`src/rtl/opbit_pkg.sv`:
```
package opbit_pkg;
  localparam int unsigned BYTE_W = 8;
  localparam int unsigned IDX_W  = 3;
  localparam int unsigned N_BITS = 1 << IDX_W;

  localparam logic [BYTE_W-1:0] OPC_NOP    = 8'hEA;
  localparam logic [BYTE_W-1:0] OPC_BR_CLR = 8'h50;
  localparam logic [BYTE_W-1:0] OPC_BR_SET = 8'h70;

  typedef struct packed {
    logic             wr;
    logic             tst;
    logic [IDX_W-1:0] idx;
    logic             val;
  } op_dec_t;
endpackage

```
`src/rtl/opbit_decoder.sv`:
```
module opbit_decoder
  import opbit_pkg::*;
(
  input  logic              fetch_i,
  input  logic [BYTE_W-1:0] byte_i,
  output op_dec_t           dec_o
);
  logic claim;

  // claimed space: 0xxx_xx11 during a strobed fetch
  assign claim     = fetch_i && !byte_i[7] && (byte_i[1:0] == 2'b11);
  assign dec_o.wr  = claim &&  byte_i[3];
  assign dec_o.tst = claim && !byte_i[3];
  assign dec_o.idx = byte_i[4 +: IDX_W];
  assign dec_o.val = byte_i[2];
endmodule

```
`src/rtl/opbit_sync.sv`:
```
module opbit_sync #(
  parameter int unsigned WIDTH  = 8,
  parameter int unsigned STAGES = 2
) (
  input  logic             clk_i,
  input  logic             rst_ni,
  input  logic [WIDTH-1:0] d_i,
  output logic [WIDTH-1:0] q_o
);
  logic [WIDTH-1:0] chain [STAGES];

  always_ff @(posedge clk_i or negedge rst_ni) begin
    if (!rst_ni) chain[0] <= '0;
    else         chain[0] <= d_i;
  end

  for (genvar s = 1; s < STAGES; s++) begin : g_stage
    always_ff @(posedge clk_i or negedge rst_ni) begin
      if (!rst_ni) chain[s] <= '0;
      else         chain[s] <= chain[s-1];
    end
  end

  assign q_o = chain[STAGES-1];
endmodule

```
`src/rtl/opbit_latch.sv`:
```
module opbit_latch
  import opbit_pkg::*;
(
  input  logic              clk_i,
  input  logic              rst_ni,
  input  logic              wr_i,
  input  logic [IDX_W-1:0]  idx_i,
  input  logic              val_i,
  output logic [N_BITS-1:0] q_o
);
  for (genvar b = 0; b < N_BITS; b++) begin : g_bit
    always_ff @(posedge clk_i or negedge rst_ni) begin
      if (!rst_ni)                            q_o[b] <= 1'b0;
      else if (wr_i && idx_i == IDX_W'(b))    q_o[b] <= val_i;
    end
  end

  a_r4_bit_written: assert property (@(posedge clk_i) disable iff (!rst_ni)
    wr_i |=> q_o[$past(idx_i)] == $past(val_i));

  a_r1_held_without_write: assert property (@(posedge clk_i) disable iff (!rst_ni)
    !wr_i |=> $stable(q_o));
endmodule

```
`src/rtl/opbit_io_unit.sv`:
```
module opbit_io_unit
  import opbit_pkg::*;
#(
  parameter int unsigned SYNC_STAGES = 2
) (
  input  logic              clk_i,
  input  logic              rst_ni,
  input  logic              fetch_i,
  input  logic [BYTE_W-1:0] mem_data_i,
  output logic [BYTE_W-1:0] cpu_data_o,
  input  logic [N_BITS-1:0] pins_i,
  output logic [N_BITS-1:0] latch_o
);
  op_dec_t           dec;
  logic [N_BITS-1:0] pins_s;
  logic              taken;

  opbit_decoder i_dec (
    .fetch_i (fetch_i),
    .byte_i  (mem_data_i),
    .dec_o   (dec)
  );

  opbit_sync #(.WIDTH(N_BITS), .STAGES(SYNC_STAGES)) i_sync (
    .clk_i  (clk_i),
    .rst_ni (rst_ni),
    .d_i    (pins_i),
    .q_o    (pins_s)
  );

  opbit_latch i_latch (
    .clk_i  (clk_i),
    .rst_ni (rst_ni),
    .wr_i   (dec.wr),
    .idx_i  (dec.idx),
    .val_i  (dec.val),
    .q_o    (latch_o)
  );

  assign taken = pins_s[dec.idx] ^ dec.val;

  always_comb begin
    if (dec.wr)       cpu_data_o = OPC_NOP;
    else if (dec.tst) cpu_data_o = taken ? OPC_BR_SET : OPC_BR_CLR;
    else              cpu_data_o = mem_data_i;
  end

  a_r1_passthrough: assert property (@(posedge clk_i) disable iff (!rst_ni)
    !fetch_i |-> cpu_data_o == mem_data_i);

  a_r3_nop_fed: assert property (@(posedge clk_i) disable iff (!rst_ni)
    (fetch_i && mem_data_i[7] == 1'b0 && mem_data_i[3:0] == 4'b1011)
      |-> cpu_data_o == OPC_NOP);

  a_r5_branch_fed: assert property (@(posedge clk_i) disable iff (!rst_ni)
    (fetch_i && mem_data_i[7] == 1'b0 && mem_data_i[3] == 1'b0 && mem_data_i[1:0] == 2'b11)
      |-> (cpu_data_o == OPC_BR_CLR || cpu_data_o == OPC_BR_SET));

  a_r8_probe_keeps_latch: assert property (@(posedge clk_i) disable iff (!rst_ni)
    (fetch_i && mem_data_i[7] == 1'b0 && mem_data_i[3] == 1'b0 && mem_data_i[1:0] == 2'b11)
      |=> $stable(latch_o));
endmodule

```
`config.mk`:
```
export PLATFORM = sky130hd
export DESIGN_NAME = opbit_io_unit
export DESIGN_NICKNAME = d
export VERILOG_FILES = /design/src/rtl/opbit_pkg.sv /design/src/rtl/opbit_decoder.sv /design/src/rtl/opbit_sync.sv /design/src/rtl/opbit_latch.sv /design/src/rtl/opbit_io_unit.sv
export SDC_FILE = /design/constraint.sdc
export NUM_CORES = 1
export LEC_CHECK = 0
export BUFFER_PORTS_ARGS = -buffer_cell sky130_fd_sc_hd__buf_2
export CORE_MARGIN = 3
export CORE_UTILIZATION = 52
export CTS_CLUSTER_SIZE = 8
export DETAILED_ROUTE_END_ITERATION = 16
export PLACE_DENSITY = 0.83
export REMOVE_ABC_BUFFERS = 1
export SYNTH_ARGS = -nofsm -noshare
export SYNTH_HDL_FRONTEND = slang
export SYNTH_HIERARCHICAL = 1
export SYNTH_SLANG_ARGS = --single-unit
```
`constraint.sdc`:
```
create_clock -name clk_i -period 4.9 [get_ports clk_i]
set_input_delay 1.47 -clock clk_i [delete_from_list [all_inputs] [get_ports clk_i]]
set_output_delay 1.47 -clock clk_i [all_outputs]
set_load 0.005 [all_outputs]
```
==> key figures, run 1 <==
Timing
  – Max-slew violations: 0
  – Slew HR: 66.5%
  – Fmax: 0.236 GHz
  – Worst Tran Pin Value: 0.503 ns
  – Tmin final: 4.23 ns
  – Final Cycle Share: 86.3%
  – Final hold violations: 0
  – Setup TNS: 0 ns
  – RSZ-0062 raised after global routing: no
  – Worst Clk Skew: 0.000361 ns
  – Final setup viols: 0

Placement
  – Input/output buffers: 34
  – Hpwl dp: 1170 microns
  – DP Cell Count: 117
  – GPL Wtd Cong: 0.722

Global route
  – GRT Util Overall: 13.6%
  – Vias in the first global route: 602
  – Largest net degree at the start of global routing: 25
  – First-pass GRT wire length: 2610 microns
  – GR Overflow Total: 0
  – Initial antenna violation count: 0

Setup path
  – R2r endpoint: i_latch/q_o[2]
  – CP Capture Type: primary output
  – Reg2reg start: i_latch/q_o[2]
  – CP Buf/Inv Count: 2
  – CP Max Fanout: 11
  – Critical path arrival: 2.76 ns
  – Crit-path cells: buf_2 -> mux4_1 -> mux2i_1 -> xor2_1 -> o21ai_1 -> buf_2
  – FF-to-FF setup slack: 4.13 ns
  – Crit start category: input port
  – Max incr delay on CP: 0.57 ns
  – CP most frequent cell: buf_2
  – CP top delay family: multiplexers
  – Critical path required time: 3.43 ns
  – Crit Path Category: input port to primary output
  – R2R cell count: 1
  – Slowest CP cell: mux4_1

Die
  – Die Ht: 50.9 microns
  – Die area: 0.00259 sq mm
  – # IOs: 35
  – Die width: 50.9 microns
  – Starting Density: 57.7%
  – # rows: 15
  – Core area: 0.00182 sq mm

Pwr
  – Leakage power: 0.617 nW
  – Tot Pwr: 0.354 mW
  – Worst vdd ir: 0.208 mV
  – Cell Pwr Density: 296 mW/mm^2
  – Flop pwr share: 60.4%
  – Switch share: 21.1%
  – Combinational Power Share: 12.3%
  – Sw Pwr: 0.0747 mW
  – Cell internal pwr: 0.279 mW
  – Clock power share: 27.2%

Final layout
  – Fin cells: 121
  – Final nets: 116
  – Diode count: 0
  – Highest-count cells in the layout ignoring fill and taps: 34 x buf_2, 24 x dfrtp_1, 5 x mux2_2
  – Area Growth Syn to Fin: 13.7%
  – Fillers: 146
  – Layout cells sized above 1: 50.0%
  – Leading cell type in the layout, fill and taps excluded: buf_2

Clock network
  – Sink Count: 24
  – CTS resizes: 0
  – TritonCTS buffer count: 3
  – TritonCTS clock tree: yes
  – CTS H-tree lvls: 1
  – Clock buffer depth: 2
  – Clock-pin slew on the worst setup and hold paths: 0.11 ns
  – Hold-fix buffers at CTS: 0
  – Postcts setup bufs: 0
  – Clock root buffer: clkbuf_4
  – Latest clock arrival within the worst-skew pair: 0.29 ns

Min path
  – WHS Endpoint: i_sync/q_o[5]
  – Hold path depth: 0
  – Worst hold-check path type: register to register
  – Hold_sp: i_sync/chain[13]

Routing
  – WL/cell: 12.7 microns
  – DRT Pass-1 Iters: 5
  – Antenna viol nets, final: 0
  – DR DRC count: 0
  – Initial DRC Count: 4
  – Vias: 633
  – WL final: 1540 microns
  – Drt via density: 5.23

Synth
  – Leading area contributor after synthesis: dfrtp_1
  – Post-synthesis cell count: 71
  – Top cells by area, synth: dfrtp_1 57%, buf_4 8.6%, mux2_2 5.4%
  – Synth Register Bits: 24
  – Syn avg cell area: 14.8 sq um
  – Warnings from Yosys: 6
  – Post-synth cell types: 22
  – Top cell type's share of synthesized area: 57.2%
  – Post-synthesis cell area: 0.00105 sq mm
  – Seq/Total Area, Yosys: 57.2%

Run
  – Max Cap Viol: 0

Status
  – Status: finished clean
cells by family (layout without fill, tap and decap cells):
group | Yosys count | count (layout) | share of synthesized area (%)
AOI/OAI and AO/OA | 5 | 5 | 3.10
DFF | 24 | 24 | 57.2
muxes | 11 | 11 | 15.6
and+or+nand+nor | 16 | 16 | 13.9
xor gates and xnor gates | 1 | 1 | 0.834
buffers and inverters | 14 | 39 | 9.30
per-layer routing:
| metal | track usage [%] | up-vias | wire [microns] |
|---|---|---|---|
| li1 | - | 296 | - |
| met1 | 16.2 | 301 | 618 |
| met2 | 23.4 | 34 | 733 |
| met3 | 2.62 | 2 | 172 |
| met4 | 6.73 | 0 | 14 |
| met5 | 0 | - | 0 |
power groups by stage:
stage / logic (mW) / registers [mW] / clock network [mW]
after floorplan: 0.0175 / 0.218 / 0
after CTS: 0.0446 / 0.214 / 0.102
after global routing: 0.0491 / 0.215 / 0.112
after detailed placement: 0.0443 / 0.218 / 0
after global placement: 0.0429 / 0.217 / 0
final: 0.0436 / 0.214 / 0.0964
registers in the layout, indices dropped and copies added, names as in the netlist:
name,flops
i_sync/chain,8
i_latch/q_o,8
i_sync/q_o,8
how the worst max path moves through the flow:
stage | from | endpoint | depth (start not counted)
global route | mem_data_i[4] | cpu_data_o[5] | 6
floorplan | mem_data_i[4] | cpu_data_o[5] | 4
global placement | mem_data_i[4] | cpu_data_o[5] | 6
detailed placement | mem_data_i[4] | cpu_data_o[5] | 6
CTS | mem_data_i[4] | cpu_data_o[5] | 6
finish | mem_data_i[4] | cpu_data_o[5] | 6
metrics by stage:
| stage | hold WS [ns] | worst slack [ns] | instance area, sq um | util (%) |
|---|---|---|---|---|
| after floorplan | 0.331 | 1.05 | 956 | - |
| after global placement | 0.333 | 0.677 | 1160 | 63.6 |
| after detailed placement | 0.336 | 0.655 | 1160 | 63.6 |
| after CTS | 0.365 | 0.650 | 1190 | 65.6 |
| after global routing | 0.369 | 0.592 | 1190 | 65.6 |
| final | 0.361 | 0.670 | 1190 | 65.6 |
cells in the mapped netlist, drive strengths merged:
| library cell | number |
|---|---|
| mux2i | 1 |
| nand4b | 3 |
| mux2 | 8 |
| nand4 | 1 |
| nor3b | 2 |
| and4b | 1 |
| inv | 1 |
| o21ai | 1 |
| a21o | 3 |
| a21oi | 1 |
| buf | 12 |
| nor4b | 1 |
| and4 | 1 |
| dfrtp | 24 |
| xor2 | 1 |
| nor2 | 2 |
| or3 | 1 |
| and4bb | 3 |
| clkbuf | 1 |
| nor2b | 1 |
| mux4 | 2 |
final cells by class:
cell class                 count  area [sq um]  area share, %
sequential                    24           601           50.3
inverter                       1          3.75          0.314
clock buffer                   4          36.3           3.04
tap                           25          31.3           2.62
multi-input combinational     33           352           29.5
timing repair buffer          34           170           14.3
(Power assumes the default switching activity.)
==> run 2, diff against run 1 <==
--- a/config.mk
+++ b/config.mk
@@ -7,4 +7,5 @@
 export LEC_CHECK = 0
 export BUFFER_PORTS_ARGS = -buffer_cell sky130_fd_sc_hd__buf_2
+export CAP_MARGIN = 5
 export CORE_MARGIN = 3
 export CORE_UTILIZATION = 52
==> constraint.sdc (replaced) <==
create_clock -name clk_i -period 4.9 [get_ports clk_i]
set_input_delay 0.245 -clock clk_i [delete_from_list [all_inputs] [get_ports clk_i]]
set_output_delay 0.245 -clock clk_i [all_outputs]
set_load 0.005 [all_outputs]
==> run 2 against run 1 <==
Compared with the run above:
- cell area increased by 0.84%
- hold slack got worse by 0.32 ns
- sequential power about the same
- global-route usage increased by 0.063 points
- wire length increased by 0.65%
==> key figures, run 2 (same netlist as run 1, synthesis figures left out) <==
Status
  – Status: finished clean (unchanged)

Routing
  – Vias: 626 (was 633)
  – WL final: 1550 microns (was 1540 microns)
  – WL/cell: 12.7 microns (about the same)
  – Antenna viol nets, final: 0 (unchanged)
  – DR DRC count: 0 (unchanged)
  – Drt via density: 5.13 (was 5.23)
  – DRT Pass-1 Iters: 4 (was 5)
  – Initial DRC Count: 4 (unchanged)

Global route
  – Vias in the first global route: 599 (was 602)
  – Initial antenna violation count: 0 (unchanged)
  – First-pass GRT wire length: 2640 microns (was 2610 microns)
  – GR Overflow Total: 0 (unchanged)
  – Largest net degree at the start of global routing: 25 (unchanged)
  – GRT Util Overall: 13.7% (was 13.6%)

Clock network
  – CTS H-tree lvls: 1 (unchanged)
  – TritonCTS clock tree: yes (unchanged)
  – TritonCTS buffer count: 3 (unchanged)
  – Clock buffer depth: 2 (unchanged)
  – Latest clock arrival within the worst-skew pair: 0.30 ns (was 0.29 ns)
  – CTS resizes: 0 (unchanged)
  – Clock root buffer: clkbuf_4 (unchanged)
  – Sink Count: 24 (unchanged)
  – Clock-pin slew on the worst setup and hold paths: 0.12 ns (was 0.11 ns)

Final layout
  – Diode count: 0 (unchanged)
  – Area taken by multi-input logic gates: 352 sq um (unchanged)
  – Fillers: 145 (was 146)
  – Leading cell type in the layout, fill and taps excluded: buf_2 (unchanged)
  – Highest-count cells in the layout ignoring fill and taps: 34 x buf_2, 24 x dfrtp_1, 5 x mux2_2 (unchanged)
  – Final nets: 117 (was 116)
  – Register area: 601 sq um (unchanged)
  – Layout cells sized above 1: 49.5% (was 50.0%)
  – Area Growth Syn to Fin: 14.7% (was 13.7%)
  – Top flop regs: i_latch/q_o (8), i_sync/chain (8), i_sync/q_o (8) (unchanged)

Min path
  – Hold_sp: pins_i[0] (was i_sync/chain[13])
  – Hold path depth: 1 (was 0)
  – Worst hold-check path type: input port to register (was register to register)
  – WHS Endpoint: i_sync/chain[8] (was i_sync/q_o[5])

Die
  – # IOs: 35 (unchanged)
  – Die area: 0.00259 sq mm (unchanged)
  – Die Ht: 50.9 microns (unchanged)
  – Starting Density: 57.7% (unchanged)
  – # rows: 15 (unchanged)
  – Die width: 50.9 microns (unchanged)
  – Core area: 0.00182 sq mm (unchanged)

Pwr
  – Leakage power: 0.622 nW (was 0.617 nW)
  – Worst vdd ir: 0.192 mV (was 0.208 mV)
  – Cell Pwr Density: 295 mW/mm^2 (was 296 mW/mm^2)
  – Tot Pwr: 0.355 mW (was 0.354 mW)

Timing
  – Final hold violations: 0 (unchanged)
  – Final Cycle Share: 39.4% (was 86.3%)
  – Max-slew violations: 0 (unchanged)
  – Tmin final: 1.93 ns (was 4.23 ns)
  – Setup TNS: 0 ns (unchanged)
  – Slew HR: 66.6% (was 66.5%)
  – Worst Tran Pin Value: 0.501 ns (was 0.503 ns)
  – Worst Clk Skew: 0.00334 ns (was 0.000361 ns)
  – RSZ-0062 raised after global routing: no (unchanged)
  – Fmax: 0.517 GHz (was 0.236 GHz)
  – Final setup viols: 0 (unchanged)

Setup path
  – R2R cell count: 1 (unchanged)
  – CP Max Fanout: 1 (was 11)
  – FF-to-FF setup slack: 4.12 ns (was 4.13 ns)
  – R2r endpoint: i_latch/q_o[2] (unchanged)
  – Critical path required time: 4.66 ns (was 3.43 ns)
  – Crit start category: register (was input port)
  – Critical path arrival: 1.69 ns (was 2.76 ns)
  – Crit Path Category: register to primary output (was input port to primary output)
  – CP Capture Type: primary output (unchanged)
  – Reg2reg start: i_latch/q_o[2] (unchanged)

Placement
  – Hpwl dp: 1160 microns (was 1170 microns)
  – GPL Wtd Cong: 0.704 (was 0.722)
  – Input/output buffers: 34 (unchanged)

Run
  – Max Cap Viol: 0 (unchanged)
run 2: cell count changes in the layout (fill, tap and decap cells not counted):
cell | previous run | this run
dlygate4sd3_1 | 0 | 1
run 2: how the worst max path moves through the flow:
stage / from / end / slack [ns]
3_5_place_dp: mem_data_i[4] / cpu_data_o[5] / 3.12
6_report: i_sync/q_o[1] / cpu_data_o[5] / 2.97
4_1_cts: i_sync/q_o[1] / cpu_data_o[5] / 2.94
5_1_grt: i_sync/q_o[3] / cpu_data_o[5] / 2.85
3_3_place_gp: mem_data_i[4] / cpu_data_o[5] / 3.13
2_1_floorplan: fetch_i / i_latch/q_o[0] / 3.41
run 2: power breakdown:
part           total [mW]  internal, mW  switching (mW)  leakage [nW]
clock              0.0971        0.0453          0.0518        0.0210
combinational      0.0442        0.0245          0.0197         0.305
sequential          0.214         0.210         0.00425         0.295
run 2: critical path, cell delays in order (launching register included):
cell and delay, ns:
dfrtp_1 0.39, mux4_1 0.49, mux2i_1 0.16, xor2_1 0.16
o21ai_1 0.07, buf_2 0.13
run 2: cell type report:
type                    instances  area share (%)
clock buffers                   4            3.01
inverters                       1           0.312
multi-input cells              33            29.2
flip-flops and latches         24            49.9
well taps                      25            2.60
repair buffers                 35            15.0
run 2: repair_timing:
item                                   4_1_cts  5_1_grt
endpoints found under the hold margin       24        0
buffers inserted                             0        0
hold buffers                                 1        0
run 2: per-stage QoR:
stage	worst slack [ns]	utilization (%)	cell area (sq um)	hold WS, ns	instances
after floorplan	3.41	-	956	-0.0506	58
after global placement	3.13	63.6	1160	0.230	117
after detailed placement	3.12	63.6	1160	0.240	117
after CTS	2.94	66.1	1200	0.0286	122
after global routing	2.85	66.1	1200	0.0178	122
final	2.97	66.1	1200	0.0404	122
run 2: per-layer routing:
layer	global-route usage (%)	vias up	routed length (microns)
met5	0	-	0
met4	5.38	0	5
met3	2.33	2	159
met2	22.7	32	730
met1	17.7	295	653
li1	-	297	-
==> run 3, diff against run 2 <==
ABC_AREA = 1   (was default)
CORE_UTILIZATION = 44   (was 52)
PLACE_DENSITY = 0.74   (was 0.83)
clock period = 1.7 ns   (was 4.9 ns; I/O delays follow)
==> run 3 against run 2 <==
Compared with the run above:
- non-clock buffer count grew 8
- total power grew to 3.3 times the previous value
- critical path depth grew 4
- die area grew 22%
- synthesized area grew 6.3%
- global-route usage grew 0.13 points
- clock power grew to 4.1 times the previous value
- wire length grew 29%
- sequential share of layout area shrank 5.9 points
- register-to-register slack lost 3.0 ns
- clock skew shrank 0.0018 ns
- critical endpoint unchanged
- highest routed layer unchanged
==> key figures, run 3 <==
Final layout
  – Layout cells sized above 1: 28.1% (was 49.5%)
  – Top flop regs: i_latch/q_o (8), i_sync/chain (8), i_sync/q_o (8) (unchanged)
  – Register area: 601 sq um (unchanged)
  – Area Growth Syn to Fin: 22.4% (was 14.7%)
  – Leading cell type in the layout, fill and taps excluded: nand2_1 (was buf_2)
  – Area taken by multi-input logic gates: 339 sq um (was 352 sq um)
  – Final nets: 187 (was 117)
  – Diode count: 0 (unchanged)
  – Highest-count cells in the layout ignoring fill and taps: 46 x nand2_1, 34 x buf_2, 24 x dfrtp_1 (was 34 x buf_2, 24 x dfrtp_1, 5 x mux2_2)
  – Fillers: 191 (was 145)

Run
  – Max Cap Viol: 0 (unchanged)

Clock network
  – Clock root buffer: clkbuf_4 (unchanged)
  – TritonCTS buffer count: 3 (unchanged)
  – Latest clock arrival within the worst-skew pair: 0.30 ns (about the same)
  – CTS H-tree lvls: 1 (unchanged)
  – TritonCTS clock tree: yes (unchanged)
  – CTS resizes: 0 (unchanged)
  – Clock buffer depth: 2 (unchanged)
  – Sink Count: 24 (unchanged)
  – Clock-pin slew on the worst setup and hold paths: 0.12 ns (about the same)

Timing
  – Tmin final: 1.38 ns
  – Fmax: 0.727 GHz
  – Setup TNS: 0 ns (unchanged)
  – Final hold violations: 0 (unchanged)
  – Final Cycle Share: 80.9%
  – Worst Tran Pin Value: 0.497 ns (was 0.501 ns)
  – Final setup viols: 0 (unchanged)
  – Setup ws final: 0.324 ns (was 2.97 ns)
  – Worst Clk Skew: 0.00157 ns (was 0.00334 ns)
  – Max-slew violations: 0 (unchanged)
  – Slew HR: 66.8% (was 66.6%)
  – RSZ-0062 raised after global routing: no (unchanged)

Global route
  – Initial antenna violation count: 0 (unchanged)
  – GR Overflow Total: 0 (unchanged)
  – First-pass GRT wire length: 3510 microns (was 2640 microns)
  – GRT Util Overall: 13.8% (was 13.7%)
  – Largest net degree at the start of global routing: 25 (unchanged)
  – Vias in the first global route: 850 (was 599)

Pwr
  – Worst vdd ir: 0.681 mV (was 0.192 mV)
  – Cell Pwr Density: 853 mW/mm^2 (was 295 mW/mm^2)
  – Leakage power: 0.787 nW (was 0.622 nW)

Synth
  – Number of enable flip-flop cells after synthesis: 0 (unchanged)
  – Synth Register Bits: 24 (unchanged)
  – Warnings from Yosys: 6 (unchanged)
  – Seq/Total Area, Yosys: 53.8% (was 57.2%)
  – Post-synthesis cell count: 133 (was 71)
  – Post-synthesis cell area: 0.00112 sq mm (was 0.00105 sq mm)
  – Syn avg cell area: 8.39 sq um (was 14.8 sq um)
  – Post-synth top cells: 46 x nand2_1, 24 x dfrtp_1, 19 x inv_1 (was 24 x dfrtp_1, 12 x buf_4, 5 x mux2_2)
  – Leading area contributor after synthesis: dfrtp_1 (unchanged)
  – Top cell type's share of synthesized area: 53.8% (was 57.2%)
  – Post-synth cell types: 14 (was 22)
  – Ys async rst share: 100% (unchanged)
  – Top cells by area, synth: dfrtp_1 54%, nand2_1 15%, buf_4 8.1% (was dfrtp_1 57%, buf_4 8.6%, mux2_2 5.4%)
  – Count leader, synth: nand2_1 (was dfrtp_1)
  – Post-synth top flop: dfrtp_1 (unchanged)

Setup path
  – R2r endpoint: i_latch/q_o[2] (unchanged)
  – CP top delay family: simple AND/OR/NAND/NOR gates (was multiplexers)
  – CP Max Fanout: 2 (was 1)
  – CP Capture Type: primary output (unchanged)
  – Reg2reg start: i_latch/q_o[2] (unchanged)
  – FF-to-FF setup slack: 1.08 ns (was 4.12 ns)
  – Crit Path Category: register to primary output (unchanged)
  – Crit-path cells: inv_1 -> nand2_1 -> nand3_1 -> nand3_2 -> nand2_1 -> nand2_1 -> nand3_1 -> nand2_1 -> buf_2 (was mux4_1 -> mux2i_1 -> xor2_1 -> o21ai_1 -> buf_2)
  – Max incr delay on CP: 0.38 ns (was 0.49 ns)
  – CP Buf/Inv Count: 2 (was 1)
  – Critical path arrival: 1.29 ns (was 1.69 ns)
  – Worst path depth: 9 (was 5)
  – Crit start category: register (unchanged)
  – Critical path required time: 1.62 ns (was 4.66 ns)
  – Slowest CP cell: dfrtp_1 (was mux4_1)
  – CP most frequent cell: nand2_1
  – R2R cell count: 2 (was 1)

Die
  – Die area: 0.00318 sq mm (was 0.00259 sq mm)
  – Starting Density: 48.1% (was 57.7%)
  – Core area: 0.00232 sq mm (was 0.00182 sq mm)
  – # IOs: 35 (unchanged)
  – Die width: 56.4 microns (was 50.9 microns)
  – Die Ht: 56.4 microns (was 50.9 microns)
  – # rows: 17 (was 15)

Routing
  – Vias: 887 (was 626)
  – DR DRC count: 0 (unchanged)
  – Drt via density: 4.55 (was 5.13)
  – Initial DRC Count: 35 (was 4)
  – WL final: 2000 microns (was 1550 microns)
  – WL/cell: 10.2 microns (was 12.7 microns)
  – Antenna viol nets, final: 0 (unchanged)
  – DRT Pass-1 Iters: 4 (unchanged)

Status
  – Status: finished clean (unchanged)

Min path
  – Worst hold-check path type: input port to register (unchanged)
  – WHS Endpoint: i_latch/q_o[0] (was i_sync/chain[8])
  – Hold_sp: mem_data_i[2] (was pins_i[0])
  – Hold path depth: 3 (was 1)

Placement
  – Hpwl dp: 1530 microns (was 1160 microns)
  – Input/output buffers: 34 (unchanged)
  – GPL Wtd Cong: 0.929 (was 0.704)
  – Pre-CTS WS: 0.459 ns (was 3.12 ns)
[run 3: changes by cell type after synthesis, moves of 4 or more]
cell and delta:
inv_1 +18, nand2_1 +46, mux2_2 -5, nor2_1 +4
nand3_1 +14
[run 3: cell families after synthesis]
logic type / Yosys count / synth area share, %
simple gates: 73 / 29.5
flops: 24 / 53.8
compound gates: 2 / 0.896
buf+inv: 34 / 15.8
[run 3: cell type report]
type | instances | share of cell area, %
multi-input combinational | 75 | 24.8
clock inverter | 1 | 2.20
tap | 28 | 2.56
timing repair buffer | 43 | 19.0
inverter | 21 | 5.77
sequential | 24 | 44.0
clock buffer | 3 | 1.65
[run 3: tightest hold or removal path, cell delays in order]
cell and delay, ns:
buf_2 0.17, nand3_1 0.10, nand2_1 0.05
[run 3: worst max-delay path by stage]
stage | start | to
floorplan | mem_data_i[0] | i_latch/q_o[0]
global placement | mem_data_i[7] | i_latch/q_o[3]
detailed placement | mem_data_i[7] | i_latch/q_o[1]
CTS | i_sync/q_o[3] | cpu_data_o[5]
global route | i_sync/q_o[6] | cpu_data_o[5]
finish | i_sync/q_o[7] | cpu_data_o[5]
[run 3: per-layer routing]
metal / part of all wire, % / GRT usage, % / wire length [microns] / up-vias
met2: 49 / 24.0 / 980 / 35
li1: - / - / - / 456
met5: 0 / 0 / 0 / -
met4: 2.7 / 7.12 / 54 / 0
met1: 43 / 16.1 / 851 / 388
met3: 5.4 / 2.53 / 108 / 8
[run 3: what timing repair did]
item,4_1_cts,5_1_grt
hold buffers,9,0
buffers inserted,0,0
hold endpoints to repair,32,0
[run 3: metrics by stage]
stage / utilization [%] / hold slack (ns) / power, mW / cells / area (sq um)
6_report: 58.9 / 0.118 / 1.17 / 195 / 1370
3_3_place_gp: 52.8 / 0.0712 / 0.763 / 182 / 1220
4_1_cts: 58.9 / 0.110 / 1.18 / 195 / 1370
5_1_grt: 58.9 / 0.121 / 1.23 / 195 / 1370
3_5_place_dp: 52.8 / 0.0774 / 0.769 / 182 / 1220
2_1_floorplan: - / -0.211 / 0.687 / 120 / 1020
[run 3: power by group]
part           leakage (nW)  switching [mW]  total, mW  internal [mW]
combinational         0.463          0.0836      0.154         0.0699
clock                0.0279           0.156      0.394          0.238
sequential            0.295          0.0136      0.618          0.605
